===== src/rtl/vrx_pkg.sv =====
package vrx_pkg;

  typedef enum logic {
    ORD_KEEP = 1'b0,
    ORD_SWAP = 1'b1
  } plane_order_e;

  localparam int unsigned IFR_W     = 112;
  localparam int unsigned CS_LSB    = 13;
  localparam int unsigned W_GCP     = 0;
  localparam int unsigned W_IFR_LO  = 1;
  localparam int unsigned W_IFR_HI  = 13;
  localparam int unsigned W_RATIO   = 14;
  localparam int unsigned W_BUSY    = 16;
  localparam int unsigned W_RST     = 17;
  localparam int unsigned W_RCFG    = 18;
  localparam int unsigned W_CHAN    = 19;

  function automatic plane_order_e order_from_cs(input logic [1:0] cs);
    return (cs == 2'b00) ? ORD_SWAP : ORD_KEEP;
  endfunction

endpackage


===== src/rtl/vrx_plane_swap.sv =====
module vrx_plane_swap
  import vrx_pkg::*;
#(
  parameter int unsigned PIX = 1,
  parameter int unsigned BPC = 10,
  localparam int unsigned DW = PIX * 3 * BPC
) (
  input  logic          clk,
  input  logic          rst,
  input  logic          in_valid,
  input  logic          in_de,
  input  logic          in_hs,
  input  logic          in_vs,
  input  logic [DW-1:0] in_data,
  input  logic [1:0]    cs,
  output logic          out_valid,
  output logic          out_de,
  output logic          out_hs,
  output logic          out_vs,
  output logic [DW-1:0] out_data
);

  logic         armed;
  plane_order_e held;
  plane_order_e use_ord;
  logic [DW-1:0] swz;

  // fresh order only on the opening active beat of a frame
  always_comb
    use_ord = (armed && in_valid && in_de) ? order_from_cs(cs) : held;

  always_ff @(posedge clk) begin
    if (rst) begin
      armed <= 1'b1;
      held  <= ORD_SWAP;
    end else if (in_valid) begin
      if (in_vs) begin
        armed <= 1'b1;
      end else if (armed && in_de) begin
        armed <= 1'b0;
        held  <= use_ord;
      end
    end
  end

  for (genvar p = 0; p < PIX; p++) begin : g_pix
    localparam int unsigned B = p * 3 * BPC;
    always_comb begin
      if (use_ord == ORD_SWAP) begin
        swz[B +: BPC]         = in_data[B + BPC +: BPC];
        swz[B + BPC +: BPC]   = in_data[B +: BPC];
      end else begin
        swz[B +: BPC]         = in_data[B +: BPC];
        swz[B + BPC +: BPC]   = in_data[B + BPC +: BPC];
      end
      swz[B + 2*BPC +: BPC] = in_data[B + 2*BPC +: BPC];
    end
  end

  // single aligned stage; no reset needed on the data path
  always_ff @(posedge clk) begin
    out_valid <= in_valid;
    out_de    <= in_de;
    out_hs    <= in_hs;
    out_vs    <= in_vs;
    out_data  <= swz;
  end

  p_pipe_align_r1: assert property (@(posedge clk) disable iff (rst)
    1'b1 |=> (out_valid == $past(in_valid)) && (out_de == $past(in_de)) &&
             (out_hs == $past(in_hs)) && (out_vs == $past(in_vs)));

  p_lane_exchange_r2: assert property (@(posedge clk) disable iff (rst)
    (use_ord == ORD_SWAP) |=> (out_data[BPC-1:0] == $past(in_data[2*BPC-1:BPC])));

  p_lane_keep_r3: assert property (@(posedge clk) disable iff (rst)
    (use_ord == ORD_KEEP) |=> (out_data == $past(in_data)));

  p_frame_hold_r4: assert property (@(posedge clk) disable iff (rst)
    (!armed && !(in_valid && in_vs)) |=> $stable(held));

endmodule


===== src/rtl/vrx_regbank.sv =====
module vrx_regbank
  import vrx_pkg::*;
#(
  parameter int unsigned ADDR_W = 8,
  parameter int unsigned GCP_W  = 6,
  parameter int unsigned CHAN_W = 4,
  localparam int unsigned WORD_W = ADDR_W - 2
) (
  input  logic              clk,
  input  logic              rst,
  input  logic [ADDR_W-1:0] addr,
  input  logic              wr,
  input  logic [31:0]       wdata,
  input  logic              rd,
  output logic [31:0]       rdata,
  input  logic [GCP_W-1:0]  gcp,
  input  logic [IFR_W-1:0]  ifr,
  input  logic              ratio,
  input  logic              busy,
  output logic              xcvr_rst,
  output logic              rcfg_en,
  output logic [CHAN_W-1:0] rcfg_chan
);

  localparam logic [WORD_W-1:0] A_GCP   = WORD_W'(W_GCP);
  localparam logic [WORD_W-1:0] A_RATIO = WORD_W'(W_RATIO);
  localparam logic [WORD_W-1:0] A_BUSY  = WORD_W'(W_BUSY);
  localparam logic [WORD_W-1:0] A_RST   = WORD_W'(W_RST);
  localparam logic [WORD_W-1:0] A_RCFG  = WORD_W'(W_RCFG);
  localparam logic [WORD_W-1:0] A_CHAN  = WORD_W'(W_CHAN);

  logic [WORD_W-1:0] word;
  logic [31:0]       mux;

  assign word = addr[ADDR_W-1:2];

  always_comb begin
    mux = '0;
    for (int k = W_IFR_LO; k <= W_IFR_HI; k++)
      if (word == WORD_W'(k)) mux = {24'b0, ifr[8*k +: 8]};
    case (word)
      A_GCP:   mux = {{(32-GCP_W){1'b0}}, gcp};
      A_RATIO: mux = {31'b0, ratio};
      A_BUSY:  mux = {31'b0, busy};
      A_RST:   mux = {31'b0, xcvr_rst};
      A_RCFG:  mux = {31'b0, rcfg_en};
      A_CHAN:  mux = {{(32-CHAN_W){1'b0}}, rcfg_chan};
      default: ;
    endcase
  end

  always_ff @(posedge clk) begin
    if (rst) begin
      xcvr_rst  <= 1'b0;
      rcfg_en   <= 1'b0;
      rcfg_chan <= '0;
      rdata     <= '0;
    end else begin
      if (wr) begin
        case (word)
          A_RST:   xcvr_rst  <= wdata[0];
          A_RCFG:  rcfg_en   <= wdata[0];
          A_CHAN:  rcfg_chan <= wdata[CHAN_W-1:0];
          default: ;
        endcase
      end
      if (rd) rdata <= mux;
    end
  end

  p_ctrl_write_r8: assert property (@(posedge clk) disable iff (rst)
    (wr && word == A_RST) |=> (xcvr_rst == $past(wdata[0])));

  p_ro_ignored_r9: assert property (@(posedge clk) disable iff (rst)
    (wr && word != A_RST && word != A_RCFG && word != A_CHAN) |=>
      ($stable(xcvr_rst) && $stable(rcfg_en) && $stable(rcfg_chan)));

  p_unmapped_zero_r9: assert property (@(posedge clk) disable iff (rst)
    (rd && word > A_CHAN) |=> (rdata == 32'b0));

  p_rdata_hold_r10: assert property (@(posedge clk) disable iff (rst)
    !rd |=> $stable(rdata));

endmodule


===== src/rtl/vrx_adapter.sv =====
module vrx_adapter
  import vrx_pkg::*;
#(
  parameter int unsigned PIX    = 1,
  parameter int unsigned BPC    = 10,
  parameter int unsigned GCP_W  = 6,
  parameter int unsigned CHAN_W = 4,
  parameter int unsigned ADDR_W = 8,
  localparam int unsigned DW = PIX * 3 * BPC
) (
  input  logic              clk,
  input  logic              rst,
  input  logic              cv_in_valid,
  input  logic              cv_in_de,
  input  logic              cv_in_hsync,
  input  logic              cv_in_vsync,
  input  logic [DW-1:0]     cv_in_data,
  output logic              cv_out_valid,
  output logic              cv_out_de,
  output logic              cv_out_hsync,
  output logic              cv_out_vsync,
  output logic [DW-1:0]     cv_out_data,
  input  logic [111:0]      infoframe,
  input  logic [GCP_W-1:0]  gcp,
  input  logic              tmds_ratio,
  input  logic              xcvr_busy,
  output logic              xcvr_rst,
  output logic              rcfg_en,
  output logic [CHAN_W-1:0] rcfg_chan,
  input  logic [ADDR_W-1:0] reg_addr,
  input  logic              reg_wr,
  input  logic [31:0]       reg_wdata,
  input  logic              reg_rd,
  output logic [31:0]       reg_rdata
);

  vrx_plane_swap #(.PIX(PIX), .BPC(BPC)) u_swap (
    .clk       (clk),
    .rst       (rst),
    .in_valid  (cv_in_valid),
    .in_de     (cv_in_de),
    .in_hs     (cv_in_hsync),
    .in_vs     (cv_in_vsync),
    .in_data   (cv_in_data),
    .cs        (infoframe[CS_LSB +: 2]),
    .out_valid (cv_out_valid),
    .out_de    (cv_out_de),
    .out_hs    (cv_out_hsync),
    .out_vs    (cv_out_vsync),
    .out_data  (cv_out_data)
  );

  vrx_regbank #(.ADDR_W(ADDR_W), .GCP_W(GCP_W), .CHAN_W(CHAN_W)) u_regs (
    .clk       (clk),
    .rst       (rst),
    .addr      (reg_addr),
    .wr        (reg_wr),
    .wdata     (reg_wdata),
    .rd        (reg_rd),
    .rdata     (reg_rdata),
    .gcp       (gcp),
    .ifr       (infoframe),
    .ratio     (tmds_ratio),
    .busy      (xcvr_busy),
    .xcvr_rst  (xcvr_rst),
    .rcfg_en   (rcfg_en),
    .rcfg_chan (rcfg_chan)
  );

endmodule


===== config.mk =====
export PLATFORM = sky130hd
export DESIGN_NAME = vrx_adapter
export DESIGN_NICKNAME = d
export VERILOG_FILES = /design/src/rtl/vrx_pkg.sv /design/src/rtl/vrx_plane_swap.sv /design/src/rtl/vrx_regbank.sv /design/src/rtl/vrx_adapter.sv
export SDC_FILE = /design/constraint.sdc
export NUM_CORES = 1
export LEC_CHECK = 0
export ABC_AREA = 1
export BUFFER_PORTS_ARGS = -buffer_cell sky130_fd_sc_hd__buf_2
export CORE_AREA = 2 2 104 106
export CTS_BUF_LIST = sky130_fd_sc_hd__clkbuf_8 sky130_fd_sc_hd__clkbuf_16
export DETAILED_ROUTE_END_ITERATION = 10
export DIE_AREA = 0 0 106 108
export GPL_ROUTABILITY_DRIVEN = 1
export PLACE_DENSITY_LB_ADDON = 0.3
export SYNTH_ARGS = -nofsm -noshare
export SYNTH_HDL_FRONTEND = slang
export SYNTH_SLANG_ARGS = --single-unit

===== constraint.sdc =====
create_clock -name clk -period 3.78 [get_ports clk]
set_input_delay 1.134 -clock clk [delete_from_list [all_inputs] [get_ports clk]]
set_output_delay 1.134 -clock clk [all_outputs]
set_load 0.005 [all_outputs]

## After elaboration in Yosys (flattened, before gate mapping)

Cells that the tools add are included.

| cells by class | value |
|---|---|
| mux-type cells | 19 |
| reduce and logical (&&, ||, !) cells | 11 |
| bitwise gates (word level) | 1 |
| equality and inequality tests | 18 |

Operators by type and width:

| kind | count |
|---|---|
| $mux W8 | 13 |
| $pmux W8 S6 | 1 |
| $eq A6 B4 Y1 const B | 7 |
| $eq A6 B3 Y1 const B | 4 |
| $eq A6 B5 Y1 const B | 4 |
| $mux W20 | 1 |
| $eq A6 B2 Y1 const B | 2 |
| $reduce_and A2 Y1 | 4 |
| $eq A6 B1 Y1 const B | 1 |
| $logic_not A6 Y1 | 1 |
| $mux W1 | 4 |
| $logic_and A1 B1 Y1 | 3 |
| $reduce_and A3 Y1 | 1 |
| $logic_not A2 Y1 | 1 |
| $reduce_bool A2 Y1 | 1 |
| $not A1 Y1 | 1 |

| word-level totals | value |
|---|---|
| bits in registers | 74 |
| input bits | 198 |
| output and inout bits | 72 |
| word-level logic and storage cells | 60 |

## Logic depth before layout (Yosys ltp)

| logic depth | value |
|---|---|
| word-level depth | 15 |
| gate-level depth with buffers | 14 |
| mapped depth without buffers | 14 |

## Cells and area by module

A second synthesis with hierarchy kept.

| second synthesis, totals | value |
|---|---|
| cells, all modules | 471 |
| area total of the unflattened synthesis | 3150.5 um^2 |

By module, submodules not included:

| module | area an instance (um^2) | instances | seq. area each (um^2) | cells an instance |
|---|---|---|---|---|
| vrx_regbank | 1970.6 | 1 | 280.3 | 345 |
| vrx_plane_swap | 1179.9 | 1 | 720.7 | 126 |

## Least setup slack after synthesis

No wires, ideal clock.

| timing | value |
|---|---|
| path type | input -> register |
| start point | in reg_addr[5] |
| end point | reg u_regs.rdata[6] |
| library setup time | 132 ps |
| setup slack | 1450 ps |
| arrival time | 2198 ps |
| stages on the path | 13 |
| buffers on the path | 0 |
| data required time | 3648 ps |
| path through | inv_1 -> nand2_2 -> nor2_1 -> nand2_1 -> or2_0 -> nand2_1 -> nand4_1 -> nand2_1 -> nand4_1 -> nand2_1 -> nand2_1 -> nand2_1 -> a21oi_1 |

| between the ends | value |
|---|---|
| word-level cells in the longest chain between the ends | 15 |
| elaborated cells on any way between the ends | 33 |
| classes of those cells | 18 x eq/ne; 14 x mux; 1 x reduce/logical |

RTL lines:

| element | RTL line | source |
|---|---|---|
| start, declared | vrx_adapter.sv:30 | `input logic [ADDR_W-1:0] reg_addr,` |
| $eq A6 B1 Y1 | vrx_regbank.sv:40 | `if (word == WORD_W'(k)) mux = {24'b0, ifr[8*k +: 8]};` |
| $mux W8 (13 in series) | vrx_regbank.sv:40 |  |
| $pmux W8 S6 * | vrx_regbank.sv:41 | `case (word)` |
| end signal, assigned | vrx_regbank.sv:67 | `if (rd) rdata <= mux;` |
| end, declared | vrx_regbank.sv:15 | `output logic [31:0] rdata,` |

Every way passes the cells marked *; elsewhere a longest branch is shown, timed or not.
A chain may end at the register's enable or synchronous reset.

## Final worst setup path

| timing | value |
|---|---|
| start point | in reg_addr[5] |
| end point | reg u_regs.rdata[5] |

The elaborated chain is that of the path after synthesis.

==> results.sh <==
export IMPL_status="finished, final reports clean"
export IMPL_drtIter0Drc=146
export IMPL_synth_simple_area_share_pct=39.66
export IMPL_start_util_pct=27.69
export IMPL_path_class="primary input to flip-flop"
export IMPL_drtAntennaViolNets=0
export IMPL_io_buffer_count=207
export IMPL_clock_fmax_mhz=402.5
export IMPL_finClkSkew_ns=0.007350
export IMPL_grt_max_degree=42
export IMPL_layout_min_cycle_time_ns=2.484
export IMPL_fin_crit_sh_pct=65.72
export IMPL_cpPeakStageDelay_ns=0.20
export IMPL_vias=3307
export IMPL_grt_pass1_vias=3168
export IMPL_ir_drop_mv=0.1466
export IMPL_core_area_um2=10230
export IMPL_synthCells=428
export IMPL_worst_slack_ns=1.296
export IMPL_dr_pass1_iters=7
export IMPL_rsz0062_at_grt="no"
export IMPL_drc=0
export IMPL_rr_worst_depth=5
export IMPL_antenna_found_initial=0
export IMPL_min_path_cells=2
export IMPL_required_ns=3.98
export IMPL_nFillCells=1105
export IMPL_ctsHoldBuffers=0
export IMPL_gp_congestion=0.8928
export IMPL_p_total_mw=1.218
export IMPL_finalSetupTns_ns=0
export IMPL_post_place_cells=765
export IMPL_wl_per_cell_um=12.51
export IMPL_finalSetupViolCount=0
export IMPL_drive_above_1_share_pct=38.62
export IMPL_slew_headroom_pct=64.47
export IMPL_num_antenna_cells=0
export IMPL_ys_warn_count=0
export IMPL_grt_use_total_pct=16.32
export IMPL_root_buffer="clkbuf_8"
export IMPL_seq_area_frac_synth_pct=35.34
export IMPL_slowest_stage="nand2_1"
export IMPL_syn_avg_cell_area_um2=6.618
export IMPL_drv_slew=0
export IMPL_synth_top_family_by_area="simple AND/OR/NAND/NOR gates"
export IMPL_synth_compound_area_share_pct=11.22
export IMPL_die_area_um2=11450
export IMPL_area_delta_synth_final_pct=43.51
export IMPL_powerDensity_nw_per_um2=299.5
export IMPL_critPathLaunchType="primary input"
export IMPL_io_pin_count=270
export IMPL_wirelength_mm=9.674
export IMPL_instances_no_fill=773
export IMPL_num_rows=37
export IMPL_final_cell_mix="buf_2 (207), nand2_1 (118), nor2_1 (59), dfxtp_1 (50), inv_1 (42)"
export IMPL_h_tree_depth=2
export IMPL_cp_arrival_ns=2.69
export IMPL_cts_buffers=5
export IMPL_path_common_cell="nor2_1"
export IMPL_ys_seq_elements=50
export IMPL_muxShareOfSynthArea_pct=0
export IMPL_hpwl_mm=8.212
export IMPL_viasPerCell=4.278
export IMPL_clk_pin_slew_ns=0.09
export IMPL_synth_cell_types=29
export IMPL_place_ws_ns=0.9673
export IMPL_cts_tree="yes"
export IMPL_hold_violations=0
export IMPL_grt_pass1_wl_mm=14.73
export IMPL_cts_resized_gates=0
export IMPL_crit_chain="buf_2, inv_1, nand2_2, nor2_1, nand2_1, nor2_1, nor2_1, nand4_1, nand2_1, nand4_1, nor2_1, nand4_1, nand2_1, inv_1"
export IMPL_fin_nets=834
export IMPL_worst_slew_pin_transition_ns=0.5309
export IMPL_hold_class="flip-flop to flip-flop"
export IMPL_final_util_pct=39.73
export IMPL_cts_setup_buffers=0
export IMPL_die_height_um=108
export IMPL_power_leakage_nw=2.163
export IMPL_endpoint_kind="flip-flop"
export IMPL_maxCapViolations=0
export IMPL_cts_buffer_depth=2
export IMPL_clk_latency_ns=0.30
export IMPL_layout_commonest_cell="buf_2"
export IMPL_chipWidth_um=106
export IMPL_synth_adder_area_share_pct=0
export IMPL_grt_ovfl_total=0
export IMPL_synth_cell_area_um2=2833
export IMPL_synthXorXnorAreaFrac_pct=0
export IMPL_cts_num_sinks=50
export IMPL_cp_max_fo=7
==> worst max-delay path: cells and delay by family <==
kind	cells	cell delay [ns]
buffers and inverters	3	0.20
and+or+nand+nor	11	1.33
==> worst paths after layout <==
check / from / end / slack, ns
max: reg_addr[5] / u_regs.rdata[5] / 1.30
min reg2reg: u_regs.xcvr_rst / u_regs.xcvr_rst / 0.48
max reg2reg: u_swap.armed / u_swap.out_data[15] / 2.40
min: u_regs.xcvr_rst / u_regs.xcvr_rst / 0.48
==> layer usage <==
metal  wire length (um)  part of all wire [%]  global-route usage [%]  up-vias
met5                  0                     0                       0        -
met4                169                   1.7                   4.605        0
met3                718                   7.4                   3.677       12
met2               4564                    47                   28.57      142
met1               4221                    44                   20.20     1421
li1                   -                     -                       -     1732
==> flip-flops by register name, summed over array words and instances (netlist names) <==
name,count
u_regs.rdata,8
u_swap.out_hs,1
u_swap.out_data,30
u_swap.held,1
u_swap.out_de,1
u_regs.xcvr_rst,1
u_regs.rcfg_chan,4
u_regs.rcfg_en,1
u_swap.out_valid,1
u_swap.armed,1
u_swap.out_vs,1
==> cells in the mapped netlist <==
library cell  count  area [um^2]
o31ai_1           1        7.510
o2bb2ai_1         1        8.760
a221o_1           1        10.01
o2111ai_1         1        8.760
inv_1            42        157.7
inv_2             7        26.28
a211oi_1          1        7.510
dfxtp_1          50         1001
o21ai_0          19        95.09
a21oi_1          31        155.2
nand3_1           9        45.04
conb_1            1        3.750
nand2_2           2        12.51
nor3b_1           1        7.510
nand3_4           1        17.52
or2_0             6        37.54
nor2_2            5        31.28
nor2_1           59        221.5
nand4_1          24        150.1
nand2_4           2        22.52
nor2_4            8        90.09
o21bai_1          1        7.510
or2_1             1        6.260
or2_2             3        18.77
clkbuf_1          6        22.52
buf_4            24        180.2
a221oi_1          2        17.52
nor2_8            1        20.02
nand2_1         118        442.9
==> power by group <==
group / total (mW) / internal, mW / switching (mW)
registers: 0.577 / 0.566 / 0.0103
logic: 0.243 / 0.117 / 0.126
clock network: 0.398 / 0.218 / 0.180
total: 1.22 / 0.901 / 0.317
==> cell families after synthesis <==
family | count (synthesis)
and+or+nand+nor | 240
buffers and inverters | 79
AOI/OAI and AO/OA | 58
other | 1
DFF | 50
==> final cells by class <==
type	count	area, um^2	area share [%]
flip-flops and latches	50	1001	24.62
clock inverters	2	38.79	0.9541
repair buffers	208	1044	25.67
clock buffers	6	82.58	2.031
multi-input cells	322	1545	38.01
well taps	136	170.2	4.186
inverters	49	183.9	4.524
==> through the flow <==
| step | hold WS, ns | area [um^2] |
|---|---|---|
| floorplan | 0.4546 | 2919 |
| global placement | 0.4658 | 3944 |
| detailed placement | 0.4700 | 3944 |
| CTS | 0.4869 | 4065 |
| global route | 0.5086 | 4065 |
| finish | 0.4843 | 4065 |
Power figures use the tool's default switching activity.
